## src/rtl/wdt_edge_pkg.sv

```systemverilog
package wdt_edge_pkg;
    localparam int MULT_W = 5;
    localparam int RES_W  = 2;
    localparam int CFG_W  = 1 + MULT_W + RES_W;

    typedef struct packed {
        logic              steer;
        logic [MULT_W-1:0] mult;
        logic [RES_W-1:0]  res;
    } wd_cfg_t;
endpackage

```

## src/rtl/wdt_kick_sync.sv

```systemverilog
module wdt_kick_sync #(
    parameter int STAGES = 2
) (
    input  logic clk,
    input  logic rst_n,
    input  logic kick_i,
    output logic edge_o
);
    typedef struct packed {
        logic [STAGES-1:0] sync;
        logic              prev;
    } ks_state_t;

    ks_state_t st_d, st_q;

    always_comb begin
        st_d         = st_q;
        st_d.sync[0] = kick_i;
        for (int i = 1; i < STAGES; i++) begin
            st_d.sync[i] = st_q.sync[i-1];
        end
        st_d.prev    = st_q.sync[STAGES-1];
    end

    always_ff @(posedge clk or negedge rst_n) begin
        if (!rst_n) st_q <= '0;
        else        st_q <= st_d;
    end

    assign edge_o = st_q.sync[STAGES-1] ^ st_q.prev;


    edge_follows_change_chk: assert property (@(posedge clk) disable iff (!rst_n)
        edge_o |=> !edge_o || (st_q.sync[STAGES-1] != $past(st_q.sync[STAGES-1])));
endmodule

```

## src/rtl/wdt_prescaler.sv

```systemverilog
module wdt_prescaler #(
    parameter int TICK_UNIT = 4,
    parameter int RES_W     = 2
) (
    input  logic             clk,
    input  logic             rst_n,
    input  logic             clear_i,
    input  logic [RES_W-1:0] res_i,
    output logic             tick_o
);
    localparam int MAX_SHIFT = 2 * ((1 << RES_W) - 1);
    localparam int PW        = $clog2(TICK_UNIT << MAX_SHIFT) + 1;

    typedef struct packed {
        logic [PW-1:0] cnt;
    } ps_state_t;

    ps_state_t st_d, st_q;
    logic [PW-1:0] limit;

    always_comb begin
        limit = PW'((TICK_UNIT << (2 * int'(res_i))) - 1);
    end

    assign tick_o = !clear_i && (st_q.cnt == limit);

    always_comb begin
        st_d = st_q;
        if (clear_i || tick_o) st_d.cnt = '0;
        else                   st_d.cnt = st_q.cnt + 1'b1;
    end

    always_ff @(posedge clk or negedge rst_n) begin
        if (!rst_n) st_q <= '0;
        else        st_q <= st_d;
    end


    pre_bound_chk: assert property (@(posedge clk) disable iff (!rst_n)
        !clear_i |-> st_q.cnt <= limit);
endmodule

```

## src/rtl/wdt_tick_counter.sv

```systemverilog
module wdt_tick_counter #(
    parameter int MULT_W = 5
) (
    input  logic              clk,
    input  logic              rst_n,
    input  logic              clear_i,
    input  logic              tick_i,
    input  logic [MULT_W-1:0] mult_i,
    output logic              expire_o
);
    typedef struct packed {
        logic [MULT_W-1:0] cnt;
    } tc_state_t;

    tc_state_t st_d, st_q;
    logic [MULT_W-1:0] last;

    assign last     = mult_i - 1'b1;
    assign expire_o = !clear_i && tick_i && (mult_i != '0) && (st_q.cnt == last);

    always_comb begin
        st_d = st_q;
        if (clear_i || expire_o) st_d.cnt = '0;
        else if (tick_i)         st_d.cnt = st_q.cnt + 1'b1;
    end

    always_ff @(posedge clk or negedge rst_n) begin
        if (!rst_n) st_q <= '0;
        else        st_q <= st_d;
    end


    cnt_bound_chk: assert property (@(posedge clk) disable iff (!rst_n)
        (!clear_i && mult_i != '0) |-> st_q.cnt < mult_i);
endmodule

```

## src/rtl/wdt_edge_top.sv

```systemverilog
module wdt_edge_top
    import wdt_edge_pkg::*;
#(
    parameter int TICK_UNIT   = 4,
    parameter int SYNC_STAGES = 2
) (
    input  logic             clk,
    input  logic             rst_n,
    input  logic             pwr_down,
    input  logic             wr_en,
    input  logic [CFG_W-1:0] wr_data,
    input  logic             kick,
    output logic [CFG_W-1:0] cfg_o,
    output logic             timeout_o,
    output logic             irq_o,
    output logic             rst_pulse_o
);
    typedef struct packed {
        wd_cfg_t cfg;
        logic    timeout;
        logic    pulse;
    } top_state_t;

    top_state_t st_d, st_q;

    logic kick_edge, accept_wr, zero_wr, restart, run, cnt_clear, tick, expire;

    wdt_kick_sync #(.STAGES(SYNC_STAGES)) kick_sync_i (
        .clk    (clk),
        .rst_n  (rst_n),
        .kick_i (kick),
        .edge_o (kick_edge)
    );

    assign accept_wr = wr_en && !pwr_down;
    assign zero_wr   = accept_wr && (wr_data == '0);
    assign restart   = accept_wr || kick_edge;
    assign run       = (st_q.cfg.mult != '0) && !pwr_down && !st_q.timeout;
    assign cnt_clear = restart || !run;

    wdt_prescaler #(.TICK_UNIT(TICK_UNIT), .RES_W(RES_W)) prescaler_i (
        .clk     (clk),
        .rst_n   (rst_n),
        .clear_i (cnt_clear),
        .res_i   (st_q.cfg.res),
        .tick_o  (tick)
    );

    wdt_tick_counter #(.MULT_W(MULT_W)) tick_counter_i (
        .clk      (clk),
        .rst_n    (rst_n),
        .clear_i  (cnt_clear),
        .tick_i   (tick),
        .mult_i   (st_q.cfg.mult),
        .expire_o (expire)
    );

    always_comb begin
        st_d       = st_q;
        st_d.pulse = 1'b0;
        if (pwr_down) begin
            st_d.cfg     = '0;
            st_d.timeout = 1'b0;
        end else begin
            if (accept_wr) st_d.cfg = wd_cfg_t'(wr_data);
            if (zero_wr) begin
                st_d.timeout = 1'b0;
            end else if (expire) begin
                st_d.timeout = 1'b1;
                st_d.pulse   = st_q.cfg.steer;
            end
        end
    end

    always_ff @(posedge clk or negedge rst_n) begin
        if (!rst_n) st_q <= '0;
        else        st_q <= st_d;
    end

    assign cfg_o       = st_q.cfg;
    assign timeout_o   = st_q.timeout;
    assign irq_o       = st_q.timeout && !st_q.cfg.steer;
    assign rst_pulse_o = st_q.pulse;


    pulse_single_chk: assert property (@(posedge clk) disable iff (!rst_n)
        rst_pulse_o |=> !rst_pulse_o);

    pulse_steer_chk: assert property (@(posedge clk) disable iff (!rst_n)
        rst_pulse_o |-> (timeout_o && cfg_o[CFG_W-1] && !irq_o));

    timeout_hold_chk: assert property (@(posedge clk) disable iff (!rst_n)
        (timeout_o && !pwr_down && !(wr_en && wr_data == '0)) |=> timeout_o);

    pwrdn_clear_chk: assert property (@(posedge clk) disable iff (!rst_n)
        pwr_down |=> (cfg_o == '0 && !timeout_o));

    disabled_quiet_chk: assert property (@(posedge clk) disable iff (!rst_n)
        (cfg_o[CFG_W-2:RES_W] == '0) |=> !$rose(timeout_o));
endmodule

```

## config.mk

```make
export PLATFORM = sky130hd
export DESIGN_NAME = wdt_edge_top
export DESIGN_NICKNAME = d
export VERILOG_FILES = /design/src/rtl/wdt_edge_pkg.sv /design/src/rtl/wdt_kick_sync.sv /design/src/rtl/wdt_prescaler.sv /design/src/rtl/wdt_tick_counter.sv /design/src/rtl/wdt_edge_top.sv
export SDC_FILE = /design/constraint.sdc
export NUM_CORES = 1
export LEC_CHECK = 0
export ABC_AREA = 1
export BUFFER_PORTS_ARGS = -buffer_cell sky130_fd_sc_hd__buf_4
export CAP_MARGIN = 0
export CELL_PAD_IN_SITES_DETAIL_PLACEMENT = 1
export CELL_PAD_IN_SITES_GLOBAL_PLACEMENT = 1
export CORE_ASPECT_RATIO = 0.8
export CORE_UTILIZATION = 43
export CTS_BUF_LIST = sky130_fd_sc_hd__clkbuf_8
export DETAILED_ROUTE_END_ITERATION = 10
export HOLD_SLACK_MARGIN = 0.15
export PLACE_DENSITY = 0.81
export RECOVER_POWER = 25
export SLEW_MARGIN = 10
export SYNTH_ARGS = -nofsm -noshare
export SYNTH_HDL_FRONTEND = slang
export SYNTH_HIERARCHICAL = 1
export SYNTH_SLANG_ARGS = --single-unit
```

## constraint.sdc

```tcl
create_clock -name clk -period 3.15 [get_ports clk]
set_clock_uncertainty 0.1 [all_clocks]
set_input_delay 0.945 -clock clk [delete_from_list [all_inputs] [get_ports clk]]
set_output_delay 0.945 -clock clk [all_outputs]
set_load 0.01 [all_outputs]
```

### Yosys cells after proc, flatten, opt, wreduce, memory -nomap -nowiden

Index checks and enable logic that the tools add are counted.

| storage, ports and cells | value |
|---|---|
| flip-flop bits (word level) | 27 |
| input port bits | 13 |
| output and inout bits | 11 |
| logic and storage cells | 49 |

| operators by class | value |
|---|---|
| add/subtract/negate cells | 4 |
| equality and inequality tests | 2 |
| shift-type cells | 1 |
| mux-type cells | 9 |
| bitwise operators | 1 |
| reductions and logical operators | 23 |

Operator list:

| cell | number |
|---|---|
| 9-bit 2-to-1 mux | 2 |
| 5-bit 2-to-1 mux | 2 |
| 9-bit by 1-bit adder with 9-bit output, second input constant | 1 |
| 9-bit == test | 1 |
| 1-bit logical AND | 9 |
| 3-bit by 3-bit left shift with 9-bit output, first input constant | 1 |
| 9-bit by 2-bit subtractor with 9-bit output, second input constant | 1 |
| 8-bit zero test | 1 |
| 8-bit 2-to-1 mux | 1 |
| 5-bit by 1-bit adder with 5-bit output, second input constant | 1 |
| 5-bit == test | 1 |
| 1-bit zero test | 5 |
| 5-bit nonzero test | 1 |
| 5-bit by 1-bit subtractor with 5-bit output, second input constant | 1 |
| 1-bit logical OR | 4 |
| 2-bit nonzero test | 2 |
| 1-bit 2-to-1 mux | 3 |
| 3-bit nonzero test | 1 |
| 2-bit 2-to-1 mux | 1 |
| 1-bit XOR | 1 |

### Logic depth before layout (Yosys ltp)

| logic depth | value |
|---|---|
| depth after elaboration | 13 |
| mapped depth | 17 |
| mapped depth without buffers | 17 |

### Modules after synthesis

The synthesis kept the hierarchy.

Modules (own cells, without submodules):

| module | times used | cells each | area each (um2) | sequential area each (um2) |
|---|---|---|---|---|
| wdt_prescaler | 1 | 70 | 535.5 | 225.2 |
| wdt_tick_counter | 1 | 69 | 465.4 | 125.1 |
| wdt_edge_top | 1 | 44 | 439.2 | 250.2 |
| wdt_kick_sync | 1 | 8 | 93.8 | 75.1 |

### Worst setup path before layout

OpenSTA, ideal clock, no wires.

| path | value |
|---|---|
| path type | input to register |
| from | input pwr_down |
| to | register st_q, in the netlist rst_pulse_o |
| library setup time | 71 ps |
| data arrival time | 2320 ps |
| slack | 659 ps |
| stages | 13 |
| path buffers | 0 |
| path through | nor2_2 -> inv_2 -> nor3_2 -> o31ai_1 -> nor2_1 -> nand2_1 -> nor2_1 -> nand2_1 -> nor2_1 -> nand3_2 -> inv_1 -> nand2_1 -> nor2_1 |

RTL lines:

| item | RTL line | text |
|---|---|---|
| start, declared | wdt_edge_top.sv:9 | `input logic pwr_down,` |
| end signal, assigned | wdt_edge_top.sv:77 | `else st_q <= st_d;` |
| end, declared | wdt_edge_top.sv:24 | `top_state_t st_d, st_q;` |

### Worst setup path in the final report

| path | value |
|---|---|
| from | register st_q, in the netlist cfg_o[1] |
| to | register st_q, in the netlist timeout_o |

| between the ends | value |
|---|---|
| cells in the longest elaborated chain, start to end | 8 |

RTL lines:

| item | RTL line | text |
|---|---|---|
| 3-bit by 3-bit left shift with 9-bit output | wdt_prescaler.sv:22 | `limit = PW'((TICK_UNIT << (2 * int'(res_i))) - 1);` |
| 9-bit by 2-bit subtractor with 9-bit output | wdt_prescaler.sv:22 |  |
| 9-bit == test | wdt_prescaler.sv:25 | `assign tick_o = !clear_i && (st_q.cnt == limit);` |
| 1-bit logical AND | wdt_prescaler.sv:25 |  |
| net tick | wdt_edge_top.sv:26 | `logic kick_edge, accept_wr, zero_wr, restart, run, cnt_clear, tick, expire;` |
| 1-bit logical AND (3 in series) | wdt_tick_counter.sv:19 | `assign expire_o = !clear_i && tick_i && (mult_i != '0) && (st_q.cnt == last);` |
| net expire | wdt_edge_top.sv:26 |  |
| 3-bit nonzero test (no source line) | n/a |  |

The timed path passes the listed nets, and every way through them passes these cells.
A chain may end at the register's enable or synchronous reset.

==> run summary <==
Outcome = finished with violations
Failing checks = design-rule violations
Layout area overhead = 18.2%
EDFF count, synth = 0
Clock transition at path regs = 0.10 ns
Final #Nets = 237
Most common cell after layout, fill and taps aside = nand2_1
Max Cap Viol = 0
Pwr dens = 368 nW/um^2
R2R Path Start = cfg_o[1]$_DFFE_PN0P_
Design Area, Final = 1810 um^2
Crit path from = cfg_o[1]$_DFFE_PN0P_
Routed via count = 1266
Core Util, Final = 0.530
Final period util = 0.815
Number of remaining DRC errors = 2
Register bit total from synthesis = 27
Syn_nets = 208
Dpl cell area = 1770 um^2
Final Hold Viols = 0
Non-Filler Instances = 261
R2R setup slack = 0.58 ns
CTS sink count = 27
Most frequent cells in the layout = 42 x nand2_1, 30 x nor2_1, 27 x dfrtp_1
GRT Util Overall = 0.216
WS Path Type = reg2reg
Dominant synthesized flop cell = dfrtp_1
Die W = 68.8 um
Initial Utilization = 0.448
CTS tree = yes
Asr flop ratio synth = 1.00
CTS Buf Count = 3
Post-CTS setup buffers = 0
Core Footprint = 3420 um^2
Core Rows = 19
Routed WL per cell = 13.7 um
Vias in the first global route = 1338
Critical Path RT = 3.27 ns
Max clock buf depth = 2
Crit start category = flop
Hold path start = kick_sync_i/st_d[2]$_DFF_PN0_
Hold_buf cts = 0
Die area = 3810 um^2
HPWL Detailed = 2890 um
Seq/Total Area, Yosys = 0.440
Fraction of layout cells with a size suffix above 1 = 0.233
Resize count post-CTS = 0
ANT cells = 0
Root buf cell = clkbuf_8
Worst skew pair latency = 0.28 ns
TritonRoute pass-1 iters = 7
Initial antenna violation count = 0
Largest net degree at the start of global routing = 28
Worst reg2reg endpoint = timeout_o$_DFFE_PN0P_
Via density per instance = 4.85
CP Capture Type = flop
Routed wire length = 3570 um
Worst hold slack = 0.270 ns
Cell leakage power = 0.000898 uW
Die Y = 55.4 um
IO Port Bufs = 23
Netlist cell types = 27
Worst Hold Class = reg2reg
Unrepaired setup endpoints after global routing = false
First-pass GRT wire length = 6100 um
Ports = 24
Total gr overflow = 0
Slew margin rel. = 0.0308
Inst Count DP = 257
F_max = 390 MHz
Max Fanout on Critical Path = 5
Cells on worst reg2reg path = 17
DRT antenna net count = 0
CTS H-Tree Depth = 1
Post-Route Setup TNS = 0 ns
VDD IR max = 191 uV
Syn Inst Count = 191
Worst hold endpoint = kick_sync_i/st_d[0]$_DFF_PN0_
Final Max Tran Viols = 0
Final-report setup violation count = 0
Starting DRT DRC Count = 61
Slew @ Worst Pin = 1.45 ns
WP data arrival = 2.69 ns
Gpl congestion = 0.850
Syn_area_per_cell = 8.03 um^2
YS warnings = 6
Synth Cell Area = 1530 um^2
Tmin final = 2.57 ns
Hold path cells = 0
## how the worst max path moves through the flow
| stage | end | cells after the start | slack, ns |
|---|---|---|---|
| after floorplan | rst_pulse_o$_DFF_PN0_ | 13 | 0.66 |
| after global placement | timeout_o$_DFFE_PN0P_ | 14 | 0.49 |
| after detailed placement | timeout_o$_DFFE_PN0P_ | 14 | 0.41 |
| after CTS | rst_pulse_o$_DFF_PN0_ | 17 | 0.52 |
| after global routing | rst_pulse_o$_DFF_PN0_ | 17 | 0.31 |
| final | timeout_o$_DFFE_PN0P_ | 17 | 0.58 |
## power by group
group          leakage (uW)  internal, uW  total [uW]  switching [uW]
Sequential         0.000365           355         366            10.8
Clock             0.0000261          92.9         207             114
Combinational      0.000508          39.1        94.8            55.8
Total              0.000898           487         668             181
## final cells by class
| cell class | count | area [um^2] |
|---|---|---|
| Fill cell | 445 | 1610 |
| Multi-Input combinational cell | 133 | 728 |
| Sequential cell | 27 | 676 |
| Timing Repair Buffer | 24 | 176 |
| Inverter | 31 | 130 |
| Tap cell | 42 | 52.6 |
| Clock buffer | 3 | 41.3 |
| Clock inverter | 1 | 8.76 |
## stage by stage
step	power [uW]	setup WS, ns
after floorplan	424	0.659
after global placement	465	0.494
after detailed placement	469	0.414
after CTS	681	0.524
after global routing	705	0.307
final	668	0.583
## cell usage after synthesis, types with 2 or more instances
cell	count	area, um^2
a22o_1	5	43.8
dfrtp_1	27	676
ha_1	4	50.1
inv_1	26	97.6
inv_2	4	15.0
nand2_1	42	158
nand2_2	3	18.8
nand3_1	13	65.1
nor2_1	30	113
nor2_2	7	43.8
nor2_4	3	33.8
o21ai_1	5	25.0
xnor2_1	2	17.5
xor2_1	7	61.3
## sequential cells by signal, indices dropped and copies added (netlist names)
signal,cells
kick_sync_i/st_q,1
kick_sync_i/st_d,2
rst_pulse_o,1
prescaler_i/st_q,9
timeout_o,1
tick_counter_i/st_q,5
cfg_o,8
## cell families (layout without fill, tap and decap cells)
| logic type | Yosys count | after routing | synth area share |
|---|---|---|---|
| AOI/OAI and AO/OA | 16 | 16 | 0.0750 |
| xor gates and xnor gates | 9 | 9 | 0.0514 |
| adders and majority gates | 4 | 4 | 0.0326 |
| buffers and inverters | 31 | 59 | 0.0848 |
| DFF | 27 | 27 | 0.440 |
| muxes | 1 | 1 | 0.00653 |
| and+or+nand+nor | 103 | 103 | 0.309 |
## routing by layer
layer	up-vias	GRT usage	routed length, um
li1	649	-	-
met1	592	0.304	1790
met2	25	0.350	1690
met3	0	0.0434	96
met4	0	0.0262	0
met5	-	0	0
## critical path: stages, from the launching register on
cell and delay (ns):
dfrtp_1 0.44, nor2_1 0.24, inv_1 0.07, ha_1 0.30
inv_1 0.04, nand2_1 0.06, nand2_1 0.05, nor2_1 0.14
nand3_1 0.14, nor2_1 0.17, nand2_1 0.07, nor2_1 0.09
nand2_1 0.08, nor2_1 0.12, nand3_2 0.14, inv_1 0.11
nor2_1 0.05, nor2_1 0.10
Power figures use the tool's default switching activity.
